==> src/rtl/acc8_pkg.sv <==
`timescale 1ns/1ps
package acc8_pkg;
  localparam int DW = 8;
  localparam int FN = 3;
  localparam int FV = 2;
  localparam int FZ = 1;
  localparam int FC = 0;

  typedef enum logic [4:0] {
    OP_LOAD = 5'd0,  OP_OR  = 5'd1,  OP_AND = 5'd2,  OP_XOR = 5'd3,
    OP_ADC  = 5'd4,  OP_SBC = 5'd5,  OP_CMP = 5'd6,  OP_BIT = 5'd7,
    OP_ASL  = 5'd8,  OP_LSR = 5'd9,  OP_ROL = 5'd10, OP_ROR = 5'd11,
    OP_INC  = 5'd12, OP_DEC = 5'd13, OP_XFR = 5'd14, OP_S2X = 5'd15,
    OP_X2S  = 5'd16
  } op_e;

  typedef struct packed {
    logic [DW-1:0] res;
    logic [3:0]    flg;
    logic [3:0]    we;
  } alu_out_t;

  // carry-in adder, one bit wider than the data
  function automatic logic [DW:0] add_cy(input logic [DW-1:0] a,
                                         input logic [DW-1:0] b,
                                         input logic ci);
    return {1'b0, a} + {1'b0, b} + {{DW{1'b0}}, ci};
  endfunction

  // signed overflow of a + b giving s
  function automatic logic add_ov(input logic [DW-1:0] a,
                                  input logic [DW-1:0] b,
                                  input logic [DW-1:0] s);
    return (a[DW-1] == b[DW-1]) && (s[DW-1] != a[DW-1]);
  endfunction

  function automatic logic is_zero(input logic [DW-1:0] v);
    return v == '0;
  endfunction
endpackage

==> src/rtl/acc8_adder.sv <==
`timescale 1ns/1ps
module acc8_adder
  import acc8_pkg::*;
(
  input  logic [4:0]    op_i,
  input  logic [DW-1:0] a_i,
  input  logic [DW-1:0] cmp_reg_i,
  input  logic [DW-1:0] m_i,
  input  logic          c_i,
  output logic          carry_o,
  output logic          ovf_o,
  output alu_out_t      out_o
);
  logic          is_cmp;
  logic          is_add;
  logic [DW-1:0] lhs;
  logic [DW-1:0] rhs;
  logic          cin;
  logic [DW:0]   sum;

  assign is_cmp  = (op_i == OP_CMP);
  assign is_add  = (op_i == OP_ADC);
  assign lhs     = is_cmp ? cmp_reg_i : a_i;
  assign rhs     = is_add ? m_i : ~m_i;
  assign cin     = is_cmp ? 1'b1 : c_i;
  assign sum     = add_cy(lhs, rhs, cin);
  assign carry_o = sum[DW];
  assign ovf_o   = add_ov(lhs, rhs, sum[DW-1:0]);

  always_comb begin
    out_o.res     = sum[DW-1:0];
    out_o.flg[FN] = sum[DW-1];
    out_o.flg[FV] = ovf_o;
    out_o.flg[FZ] = is_zero(sum[DW-1:0]);
    out_o.flg[FC] = carry_o;
    out_o.we      = is_cmp ? 4'b1011 : 4'b1111;
  end
endmodule

==> src/rtl/acc8_shifter.sv <==
`timescale 1ns/1ps
module acc8_shifter
  import acc8_pkg::*;
(
  input  logic [4:0]    op_i,
  input  logic [DW-1:0] opd_i,
  input  logic          c_i,
  output logic          out_bit_o,
  output alu_out_t      out_o
);
  logic          left;
  logic          rot;
  logic          fill;
  logic [DW-1:0] shifted;

  assign left      = (op_i == OP_ASL) || (op_i == OP_ROL);
  assign rot       = (op_i == OP_ROL) || (op_i == OP_ROR);
  assign fill      = rot & c_i;
  assign out_bit_o = left ? opd_i[DW-1] : opd_i[0];
  assign shifted   = left ? {opd_i[DW-2:0], fill} : {fill, opd_i[DW-1:1]};

  always_comb begin
    out_o.res     = shifted;
    out_o.flg[FN] = shifted[DW-1];
    out_o.flg[FV] = 1'b0;
    out_o.flg[FZ] = is_zero(shifted);
    out_o.flg[FC] = out_bit_o;
    out_o.we      = 4'b1011;
  end
endmodule

==> src/rtl/acc8_misc.sv <==
`timescale 1ns/1ps
module acc8_misc
  import acc8_pkg::*;
(
  input  logic [4:0]    op_i,
  input  logic [DW-1:0] a_i,
  input  logic [DW-1:0] x_i,
  input  logic [DW-1:0] s_i,
  input  logic [DW-1:0] m_i,
  input  logic [DW-1:0] opd_i,
  output alu_out_t      out_o
);
  logic [DW-1:0] val;
  logic [3:0]    we;
  logic          bit_test;

  assign bit_test = (op_i == OP_BIT);

  always_comb begin
    val = '0;
    we  = 4'b0000;
    case (op_i)
      OP_LOAD: begin val = m_i;         we = 4'b1010; end
      OP_OR:   begin val = a_i | m_i;   we = 4'b1010; end
      OP_AND:  begin val = a_i & m_i;   we = 4'b1010; end
      OP_XOR:  begin val = a_i ^ m_i;   we = 4'b1010; end
      OP_BIT:  begin val = a_i & m_i;   we = 4'b1110; end
      OP_INC:  begin val = opd_i + 1'b1; we = 4'b1010; end
      OP_DEC:  begin val = opd_i - 1'b1; we = 4'b1010; end
      OP_XFR:  begin val = opd_i;       we = 4'b1010; end
      OP_S2X:  begin val = s_i;         we = 4'b1010; end
      OP_X2S:  begin val = x_i;         we = 4'b0000; end
      default: begin val = '0;          we = 4'b0000; end
    endcase
  end

  always_comb begin
    out_o.res     = val;
    out_o.flg[FN] = bit_test ? m_i[DW-1] : val[DW-1];
    out_o.flg[FV] = bit_test & m_i[DW-2];
    out_o.flg[FZ] = is_zero(val);
    out_o.flg[FC] = 1'b0;
    out_o.we      = we;
  end
endmodule

==> src/rtl/acc8_exec.sv <==
`timescale 1ns/1ps
module acc8_exec
  import acc8_pkg::*;
#(
  parameter bit REG_OUT = 1'b1
) (
  input  logic          clk,
  input  logic          rst_n,
  input  logic [4:0]    op_i,
  input  logic [1:0]    sel_i,
  input  logic [DW-1:0] a_i,
  input  logic [DW-1:0] x_i,
  input  logic [DW-1:0] y_i,
  input  logic [DW-1:0] s_i,
  input  logic [DW-1:0] m_i,
  input  logic          c_i,
  output logic [DW-1:0] res_o,
  output logic [3:0]    flag_o,
  output logic [3:0]    flag_we_o
);
  logic [DW-1:0] unary_opd;
  logic          arith_hit;
  logic          shift_hit;
  logic          add_carry;
  logic          add_ovf;
  logic          shift_out_bit;
  alu_out_t      arith_out;
  alu_out_t      shift_out;
  alu_out_t      misc_out;
  alu_out_t      picked;
  alu_out_t      masked;
  alu_out_t      stage_q;

  always_comb begin
    case (sel_i)
      2'd0:    unary_opd = m_i;
      2'd1:    unary_opd = a_i;
      2'd2:    unary_opd = x_i;
      default: unary_opd = y_i;
    endcase
  end

  assign arith_hit = (op_i == OP_ADC) || (op_i == OP_SBC) || (op_i == OP_CMP);
  assign shift_hit = (op_i == OP_ASL) || (op_i == OP_LSR) ||
                     (op_i == OP_ROL) || (op_i == OP_ROR);

  acc8_adder u_adder (
    .op_i      (op_i),
    .a_i       (a_i),
    .cmp_reg_i (unary_opd),
    .m_i       (m_i),
    .c_i       (c_i),
    .carry_o   (add_carry),
    .ovf_o     (add_ovf),
    .out_o     (arith_out)
  );

  acc8_shifter u_shifter (
    .op_i      (op_i),
    .opd_i     (unary_opd),
    .c_i       (c_i),
    .out_bit_o (shift_out_bit),
    .out_o     (shift_out)
  );

  acc8_misc u_misc (
    .op_i  (op_i),
    .a_i   (a_i),
    .x_i   (x_i),
    .s_i   (s_i),
    .m_i   (m_i),
    .opd_i (unary_opd),
    .out_o (misc_out)
  );

  always_comb begin
    if (arith_hit)      picked = arith_out;
    else if (shift_hit) picked = shift_out;
    else                picked = misc_out;
    masked.res = picked.res;
    masked.flg = picked.flg & picked.we;
    masked.we  = picked.we;
  end

  generate
    if (REG_OUT) begin : g_reg
      always_ff @(posedge clk or negedge rst_n) begin
        if (!rst_n) stage_q <= '0;
        else        stage_q <= masked;
      end
    end else begin : g_comb
      assign stage_q = masked;
    end
  endgenerate

  assign res_o     = stage_q.res;
  assign flag_o    = stage_q.flg;
  assign flag_we_o = stage_q.we;
endmodule

==> config.mk <==
export PLATFORM = sky130hd
export DESIGN_NAME = acc8_exec
export DESIGN_NICKNAME = d
export VERILOG_FILES = /design/src/rtl/acc8_pkg.sv /design/src/rtl/acc8_adder.sv /design/src/rtl/acc8_shifter.sv /design/src/rtl/acc8_misc.sv /design/src/rtl/acc8_exec.sv
export SDC_FILE = /design/constraint.sdc
export NUM_CORES = 1
export LEC_CHECK = 0
export BUFFER_PORTS_ARGS = -buffer_cell sky130_fd_sc_hd__buf_2
export CAP_MARGIN = 5
export CORE_AREA = 2 2 81 64
export DETAILED_ROUTE_END_ITERATION = 6
export DIE_AREA = 0 0 83 66
export PLACE_DENSITY_LB_ADDON = 0.2
export SLEW_MARGIN = 20
export SYNTH_ARGS = -nofsm -noshare
export SYNTH_HDL_FRONTEND = slang
export SYNTH_SLANG_ARGS = --single-unit
==> constraint.sdc <==
create_clock -name clk -period 1.1 [get_ports clk]
set_input_delay 0.11 -clock clk [delete_from_list [all_inputs] [get_ports clk]]
set_output_delay 0.11 -clock clk [all_outputs]
set_load 0.01 [all_outputs]
==> results of run 1 <==
==> cell usage after synthesis (4+ instances only) <==
cell        n  area share
a21oi_1    19       0.035
a32oi_1     4       0.013
and2_1      4      0.0093
and3_1      8       0.019
buf_2       5      0.0093
clkbuf_1    8       0.011
dfrtp_1    15        0.14
ha_1       29        0.13
inv_1      24       0.033
mux2_2      9       0.038
mux2i_1     8       0.030
mux4_1      6       0.059
nand2_1    30       0.042
nand2b_1    5       0.012
nand3_1    15       0.028
nand4_1     5       0.012
nor2_1     15       0.021
nor3_1      7       0.013
nor3b_1     5       0.014
o2111ai_1   4       0.013
o21ai_0     7       0.013
or3_1       7       0.016
xnor2_1    12       0.039
==> per-stage QoR <==
stage	hold slack [ps]	util	worst slack [ps]	cells	cell area (um2)
3_5_place_dp	28.03	0.8703	-1977	563	4096
2_1_floorplan	-185.6	-	-1542	325	2858
3_3_place_gp	18.48	0.8703	-1742	563	4096
==> logic make-up after synthesis <==
group           after synthesis  share of synthesized area
compound gates               78                     0.2112
xor+xnor                     14                    0.04558
simple gates                120                     0.2400
flops                        15                     0.1395
fa+ha+maj                    32                     0.1572
mux                          25                     0.1428
buf+inv                      41                    0.06372
==> results.md, run 1 <==
- The flow did not finish.
- The stage at which the run stopped is 4_1_cts.
- The tool reported: "[ERROR DPL-0033] detailed placement checks failed during check placement".
- Post-CTS timing repair inserted 21 buffers for setup.
- The number of cells upsized or downsized after cts is 88.
- The register bit count reported by yosys is 15.
- CTS placed an instance of clkbuf_8 at the clock tree root.
- In the synthesized netlist the async set-or-reset flop fraction comes to 1.000.
- The synthesized area divided by synthesized cell count is 8.277 um2.
- The initialized floorplan defines 22 standard-cell rows.
- The post-synthesis instance total is 325.
- 66 I/O pins were placed.
- Counting along the longest clock path gives a buffer depth of 2.
- The horizontal die dimension is about 83 um.
- The initial utilization of the core area, before any placement, comes to 0.5715.
- For this run, the number of Yosys warnings is 0.
- The share of the Yosys chip area taken by registers is 0.1395.
- The number of enable-type register cells in the synthesized netlist is 0.
- The netlist area before placement is 2690 um2.
- The number of nets handed over by synthesis was 407.
- The dominant synthesized flop cell is dfrtp_1.
- The number of buffers added to fix hold violations after cts is 1.
- The number of input and output port buffers inserted is 65.
- The estimated wirelength of the detail-placed design is about 9300 um.
- The final RePlAce weighted congestion is between 0.9 and 1.
- The die height is approximately 66 um.
- The maximum level of the CTS H-tree is 1.
- The number of distinct standard cells referenced by the synthesized netlist is 65.
- The number of buffers added by the clock tree synthesis step is 3.
- The tree built by TritonCTS fans out to 15 sinks.
==> inputs of run 2 (changes only) <==
- CORE_AREA: 2 2 81 64 -> 2 2 86 88
- DIE_AREA: 0 0 83 66 -> 0 0 88 90
- PLACE_DENSITY_LB_ADDON: 0.2 -> 0.15
==> results.md, run 2 <==
- The flow ran to the end, but the final reports show violations.
- The final reports fail on setup timing.
- The clock drives 15 sinks.
- In this run the power density over the cells is 657.8 nW/um2.
- The count of nets left with antenna violations once routing finished came out at 0.
- The final-stage net count is roughly 610.
- TritonCTS created 3 clock buffers.
- CTS built an H-tree with a depth of 1.
- The final RePlAce weighted congestion is about 0.97.
- The worst path in the final design needs a cycle of 2503 ps, including I/O delays and setup.
- The detail-routed net length per standard cell is between 15 and 20 um.
- The initialized floorplan defines 31 standard-cell rows.
- The critical path is of the in2reg type.
- The count of vias placed by the detailed router is 3438.
- The pin count of the biggest net entering global routing is 16.
- For this run, the leading register cell type out of synthesis is dfrtp_1.
- The number of antenna violations at the first check in global routing is 0.
- The type of the tightest min-delay check is in2async.
- The antenna diode count is 0.
- The maximum single-stage delay on the critical path is 540 ps.
- The area of the core is about 7000 um2.
- In this run, the number of DRC markers left after iteration 0 of detailed routing was 260.
- The cell count after synthesis came out at 325.
- The max-cap check violation count is 0.
- In this run the cell area of the synthesized design comes to 2690 um2.
- The async set-reset flop share out of synthesis is 1.000.
- The synthesized netlist contains 65 unique library cells.
- The setup slack after placement is -1793 ps.
- STA puts the critical path data arrival time at 2680 ps.
- The top-area cell type share of the netlist area is 0.1395.
- The die covers 7920 um2.
- VDD sags by at most 0.0004035 V.
- The final global-route overflow total is 0.
- The initial cell density of the core is 0.3832.
- For this design the static power due to leakage is 2.360 nW.
- The cell sitting at the root of the clock tree is a clkbuf_8.
- For the pin with the worst max-slew slack, the measured transition is 488.3 ps.
- When the netlist entered floorplanning its net count stood at 407.
- The first detailed-routing pass took 5 iterations.
- The library cell occupying the most area in the post-synthesis netlist is dfrtp_1.
- Measured along the x axis, the die boundary spans between 80 and 90 um.
- The total wire length after detailed routing is approximately 11000 um.
- The die height is ~90 um.
- Dividing the detail-routed via count by the number of cells gives 5.527.
- The maximum clock insertion buffer count is 2.
- For this design the top-level I/O count stands at 66.
- Timing would allow up to 399.5 MHz.
- The number of hold violations in the final report is 0.
- The number of pins exceeding their max-slew limit in the final report is 0.
- The number of input and output port buffers inserted is 65.
- The leading cell type in the layout, fill and taps excluded is buf_4.
- The signal on the critical path passes through buf_12 -> mux4_2 -> fa_2 -> xor2_1 -> a32o_1 -> a221o_1 -> a211oi_2 -> nand4_1 -> or4_1 -> o21ai_1.
- Headroom to the max-slew limit came out at 0.6738.
- In this run the worst path has a maximum fanout of 6.
- By count the netlist is led by 30 x nand2_1, 29 x ha_1, 24 x inv_1.
- The slowest stage of the critical path is the mux4_2 cell.
- Data on the critical path is required at its endpoint by 1280 ps.
- In the routed design, unresolved DRC markers number 0.
- Synthesis inferred 15 register bits.
- STA classifies the critical path endpoint as a register.
- In this run, synthesis inferred 0 flip-flops with an integrated enable.
- The first global-routing pass estimated roughly 17000 um of wire.
- The register with the most flip-flops in the layout has 8 of them.
- Setup repair after global routing could not meet its margin everywhere.
- The number of global-route vias before repair is 3372.
- From synthesis to final layout, the design area changed by 74.14%.
- The final cycle utilization of the critical path is 2.276.
- The clock-pin slew on the worst setup and hold paths is 60 ps.
- The synthesized area divided by synthesized cell count is 8.277 um2.
- The library cells used most frequently in the layout, excluding fill and tap cells, are 134 x buf_4, 61 x buf_2, 27 x nand2_1.
- Of the cells placed in the final design, the portion with a size suffix greater than 1 is 0.5507.
- nand2_1 is the most common cell in the netlist.
- At the end of the flow the core is filled with cells to 0.6673.
- The CTS tree is done.
- Yosys printed 0 warnings.
- The design draws 0.003081 W.
- The final-layout fill cell count is 587.
- Yosys attributes the largest share of cell area to dfrtp_1 14%, ha_1 13%, mux4_1 5.9%.
- The share of the Yosys chip area taken by registers is 0.1395.
- Setup violations remaining at the end of the flow were counted as 12.
- The wire-length estimate of the detail-placed layout is 8924 um.
- The final worst setup slack is -1403 ps.
- In the global route stage, overall resource usage came out at 0.2767.
- The kind of start point of the critical path is an input port.
run 2: cell counts after synthesis:
No cell type changed its count.
run 2: stage by stage:
stage | cells | setup TNS [ps] | hold slack (ps) | cell area (um2)
after CTS | 616 | -13680 | 204.3 | 4537
after global placement | 603 | -18760 | 23.66 | 4178
final | 622 | -13850 | 291.3 | 4684
after floorplan | 325 | -15040 | -185.6 | 2858
after detailed placement | 603 | -18930 | 26.39 | 4178
after global routing | 622 | -14960 | 323.9 | 4684
run 2: path summary, 6_finish.rpt:
path / to / cells past startpoint / startpoint / slack, ps
min in group clk: flag_o[3] / 4 / op_i[4] / 300
max: flag_o[1] / 10 / sel_i[0] / -1400
max in group asynchronous: res_o[3] / 2 / rst_n / 570
min: flag_we_o[1] / 2 / rst_n / 290
run 2: kinds of logic (layout without fill, tap and decap cells):
logic type      after synthesis  in the layout  synth area share
mux                          25             25            0.1428
compound gates               78             78            0.2112
fa+ha+maj                    32             32            0.1572
flops                        15             15            0.1395
simple gates                120            120            0.2400
xor+xnor                     14             14           0.04558
buf+inv                      41            239           0.06372
run 2: final cells by class:
cell class	count	area (um2)	area share
timing repair buffer	211	1528	0.3261
clock buffer	4	45.04	0.009615
tap	99	123.9	0.02644
inverter	24	90.09	0.01923
sequential	15	375.4	0.08013
multi-input combinational	269	2522	0.5385
run 2: repair_timing:
item | CTS | global route
setup buffers | 9 | 7
pin swaps | 31 | 15
hold buffers | 1 | 0
endpoints found under the setup margin | 12 | 12
gates resized for setup | 55 | 19
endpoints found under the hold margin | 15 | 0
run 2: power by group:
part	switching [W]	internal, W
Clock	0.000199	0.000257
Combinational	0.000943	0.00106
Sequential	0.0000129	0.000607
run 2: metal layers:
layer  share of wire  global-route usage  vias to the layer above
met1            0.42              0.3546                     1609
met3           0.057             0.02388                       46
met2            0.48              0.4628                      157
li1                -                   -                     1626
met5               0                   0                        -
met4           0.051              0.1256                        0
run 2: worst max-delay path, delay by kind of cell:
| family | cells | cell delay, ps |
|---|---|---|
| fa+ha+maj | 1 | 400 |
| mux | 1 | 540 |
| xor+xnor | 1 | 150 |
| buf+inv | 1 | 100 |
| simple gates | 2 | 510 |
| compound gates | 4 | 870 |
(Power assumes the default switching activity.)
